===== src/rtl/byte_acceptor.sv =====
module byte_acceptor #(
  parameter int DW    = 8,
  parameter int DEPTH = 4,
  parameter int SYNC  = 2
) (
  input  logic          clk,
  input  logic          rst_n,
  input  logic          listen_en_i,
  input  logic          atn_n_i,
  input  logic          eoi_n_i,
  input  logic          dav_n_i,
  input  logic [DW-1:0] dio_i,
  output logic          nrfd_pull_o,
  output logic          ndac_pull_o,
  output logic          out_valid_o,
  input  logic          out_ready_i,
  output logic [DW-1:0] out_data_o,
  output logic          out_last_o,
  output logic          out_cmd_o
);
  localparam int AW = (DEPTH > 1) ? $clog2(DEPTH) : 1;
  localparam int CW = $clog2(DEPTH + 1);
  localparam int LW = DW + 3;
  localparam int EW = DW + 2;

  logic [LW-1:0] pipe [SYNC];
  logic [LW-1:0] ln;
  logic          dav_lo, eoi_lo, atn_lo;
  logic          take_part, accepted, room, push, pop;
  logic [EW-1:0] mem [DEPTH];
  logic [AW-1:0] wp, rp;
  logic [CW-1:0] count;

  always_ff @(posedge clk or negedge rst_n) begin
    if (!rst_n) begin
      for (int i = 0; i < SYNC; i++) pipe[i] <= '1;
    end else begin
      pipe[0] <= {atn_n_i, eoi_n_i, dav_n_i, dio_i};
      for (int i = 1; i < SYNC; i++) pipe[i] <= pipe[i-1];
    end
  end

  assign ln        = pipe[SYNC-1];
  assign dav_lo    = !ln[DW];
  assign eoi_lo    = !ln[DW+1];
  assign atn_lo    = !ln[DW+2];
  assign take_part = atn_lo || listen_en_i;
  assign room      = (count != CW'(DEPTH));
  assign push      = take_part && !accepted && dav_lo && room;
  assign pop       = out_valid_o && out_ready_i;

  always_ff @(posedge clk or negedge rst_n) begin
    if (!rst_n)                   accepted <= 1'b0;
    else if (!take_part)          accepted <= 1'b0;
    else if (push)                accepted <= 1'b1;
    else if (accepted && !dav_lo) accepted <= 1'b0;
  end

  assign nrfd_pull_o = take_part && (accepted || !room || dav_lo);
  assign ndac_pull_o = take_part && !accepted;

  always_ff @(posedge clk) begin
    if (push) mem[wp] <= {atn_lo, eoi_lo, ln[DW-1:0]};
  end

  always_ff @(posedge clk or negedge rst_n) begin
    if (!rst_n) begin
      wp    <= '0;
      rp    <= '0;
      count <= '0;
    end else begin
      if (push) wp <= (wp == AW'(DEPTH - 1)) ? '0 : wp + 1'b1;
      if (pop)  rp <= (rp == AW'(DEPTH - 1)) ? '0 : rp + 1'b1;
      count <= count + CW'(push) - CW'(pop);
    end
  end

  assign out_valid_o = (count != '0);
  assign {out_cmd_o, out_last_o, out_data_o} = mem[rp];
endmodule


===== config.mk =====
export PLATFORM = sky130hd
export DESIGN_NAME = byte_acceptor
export DESIGN_NICKNAME = d
export VERILOG_FILES = /design/src/rtl/byte_acceptor.sv
export SDC_FILE = /design/constraint.sdc
export NUM_CORES = 1
export LEC_CHECK = 0
export BUFFER_PORTS_ARGS = -buffer_cell sky130_fd_sc_hd__buf_2
export CAP_MARGIN = 30
export CORE_UTILIZATION = 61
export CTS_CLUSTER_DIAMETER = 200
export CTS_CLUSTER_SIZE = 30
export DETAILED_ROUTE_END_ITERATION = 10
export PLACE_DENSITY = 0.83
export SLEW_MARGIN = 20
export SYNTH_ARGS = -nofsm -noshare
export SYNTH_HDL_FRONTEND = slang
export SYNTH_SLANG_ARGS = --single-unit

===== constraint.sdc =====
create_clock -name clk -period 4.7 [get_ports clk]
set_input_delay 0.235 -clock clk [delete_from_list [all_inputs] [get_ports clk]]
set_output_delay 0.235 -clock clk [all_outputs]
set_load 0.005 [all_outputs]

==> reports/metrics.cfg <==
[sta]
worst_pin_slew_ps=737
finalSetupTns_ps=0
final-hold-violation-count=0
finalClockSkew_ps=7.47
finalSetupViolations=0
slew_viol_final=0
period_share=0.524
rsz0062_at_grt=false
min_period_ps=2460
fmax_ghz=0.406
max_slew_margin=0.508

[synth]
synth.largest_area_cell=edfxtp_1
yosys.area.top_type_share=0.474
yosys.area_share.xor_xnor=0.00691
synth.yosys.seq_area_share=0.781
syn_nets=144
syn-mean-instance-area_sq_um=20.9
synthDistinctLibCells=20
synthAdderAreaFrac=0.0425
netlist_instances=121
yosys-top-cells-area=edfxtp_1 (47%), dfstp_2 (23%), mux4_2 (8.9%), dfrtp_1 (7.9%), ha_1 (3.5%)
synth_top_family_by_area=multiplexers
synth_seq_cells=70
yosys_warnings=0
synthSimpleGateAreaFrac=0.0380
syn_area_sq_um=2530
synth-compound-area-share=0.00494
yosys-mux-area-fraction=0.107

[detailed_routing]
via_count=1195
post_drt_wl_per_cell_um=18.5
wl_um=4150
postRouteAntennaNets=0
drt_iter0_markers=82
drc_errors=0
drt-vias-per-instance=5.33
drt-pass1-iter-count=4

[pwr]
p_leak_nw=1.19
power_density_nw_per_um2=574
vdd_drop_max_v=0.000366

[place]
gp_congestion=0.641
io_buffers=27
place_inst=196
detailed_place_hpwl_um=2510

[worst_setup_path]
r2r_start=count[1]
r2r_cells=10
crit_start=count[1]
required_ps=4960
cp_max_fo=4
crit_top_cell=inv_1
critPathTopFamily=adder cells
crit_path_start_kind=flip-flop
worst_setup_path_end_kind=flip-flop
worstSetupPathType=flip-flop to flip-flop
cp_slowest_cell=dfrtp_1
r2r_setup_slack_ps=2240
arrival_ps=2730
crit_buf_inv=3
cp_slowest_stage_delay_ps=470
crit_chain=or3_1 -> nand2_1 -> inv_1 -> ha_1 -> inv_1 -> ha_1 -> inv_1 -> fa_1 -> xnor2_1 -> xnor2_1
r2r_end=count[2]

[clock_network]
htree_num_levels=3
path_clk_slew_ps=70
numCtsBuffers=9
clk_path_buf_depth=2
cts_sinks=70
clockRootBuffer=clkbuf_8
clock_latency_ps=340
cts_tree=done

[global_routing]
grt_pass1_vias=1377
grt_util_all_layers=0.226
grt_remaining_overflow=0
grt_max_degree=31
antenna_found_initial=0
grt_pass1_wl_um=6440

[hold_path]
worstHoldPathCells=3
hp-start=out_ready_i
holdPathEnd=rp[1]
hold_path_class=input pin to flip-flop

[floorplan]
rows=23
die_x_um=66.5
core_sq_um=4000
io_pins=28
die_area_sq_um=4420
start_util=0.633
die_h_um=66.5

[final_layout]
nets=192
n_antenna_cell=0
drive_gt1_frac=0.466
finish.utilization=0.769
synthToLayoutAreaGrowth_pct=21.4
final_cells=224

[job]
drv_cap=0

[status]
outcome=finished, final reports clean

cells in the mapped netlist:
library cell / instances
edfxtp_1: 40
mux2_2: 4
inv_1: 10
a21oi_1: 1
buf_2: 1
or3_1: 1
dfrtp_1: 8
nand2_1: 1
fa_1: 1
nor3b_4: 1
nor2b_1: 1
nor2_1: 4
nor4_4: 1
xnor2_1: 2
buf_4: 1
ha_1: 7
mux4_2: 10
dfstp_2: 22
and2_1: 4
a211oi_1: 1
what timing repair did:
action,in CTS,in global routing
hold endpoints to repair,19,0
gates resized for setup,0,0
buffers inserted,0,0
hold buffers,12,0
worst max path at each step:
| stage | slack, ps | cells after the start | endpoint |
|---|---|---|---|
| 6_report | 2240 | 10 | count[2] |
| 4_1_cts | 2220 | 10 | count[2] |
| 5_1_grt | 2130 | 10 | count[2] |
| 2_1_floorplan | 2480 | 10 | count[2] |
| 3_3_place_gp | 2480 | 10 | count[2] |
| 3_5_place_dp | 2360 | 10 | count[2] |
cells by family (layout without fill, tap and decap cells):
group / count (synthesis) / in the layout
DFF: 70 / 70
muxes: 14 / 14
and+or+nand+nor: 13 / 13
buffers and inverters: 12 / 65
adders and majority gates: 8 / 8
AOI/OAI and AO/OA: 2 / 2
xor gates and xnor gates: 2 / 2
power by group:
part	internal [W]	total, W	switching (W)
sequential	0.000745	0.000841	0.0000968
combinational	0.000211	0.000361	0.000150
clock	0.000349	0.000563	0.000214
per-stage QoR:
stage	power, W	setup WS, ps	hold WS (ps)	area (sq um)
2_1_floorplan	0.00107	2480	-60.6	2530
3_3_place_gp	0.00117	2480	281	2720
3_5_place_dp	0.00121	2360	294	2720
4_1_cts	0.00178	2220	313	3080
5_1_grt	0.00185	2130	313	3080
6_report	0.00177	2240	317	3080
area by class of cell:
| class | count | area, sq um |
|---|---|---|
| multi-input combinational | 39 | 504 |
| inverter | 10 | 37.5 |
| clock inverter | 7 | 113 |
| tap | 50 | 62.6 |
| fill | 217 | 925 |
| timing repair buffer | 39 | 255 |
| sequential | 70 | 1980 |
| clock buffer | 9 | 124 |
worst reg2reg max path, cell delays in order, from the launching register on:
cell and delay, ps:
dfrtp_1 470, or3_1 390, nand2_1 150, inv_1 70, ha_1 280, inv_1 60, ha_1 140, inv_1 70
fa_1 400, xnor2_1 220, xnor2_1 140
state kept, by name (all words and copies together) (netlist names):
signal,cells
mem,40
ln,11
pipe,11
count,3
rp,2
wp,2
accepted,1
layer usage:
layer / vias to the layer above / track usage / part of all wire
li1: 542 / - / -
met1: 616 / 0.239 / 0.36
met2: 26 / 0.394 / 0.57
met3: 11 / 0.0890 / 0.045
met4: 0 / 0.104 / 0.024
met5: - / 0 / 0
layout by cell type, fill, tap and decap left out, drive strengths merged:
cell type / instances
a211oi: 1
a21oi: 1
and2: 4
buf: 27
bufinv: 3
clkbuf: 9
clkinv: 3
clkinvlp: 1
dfrtp: 8
dfstp: 22
dlygate4sd3: 12
edfxtp: 40
fa: 1
ha: 7
inv: 10
mux2: 4
mux4: 10
nand2: 1
nor2: 4
nor2b: 1
nor3b: 1
nor4: 1
or3: 1
xnor2: 2
No activity file was read; power rests on OpenSTA's default activity.
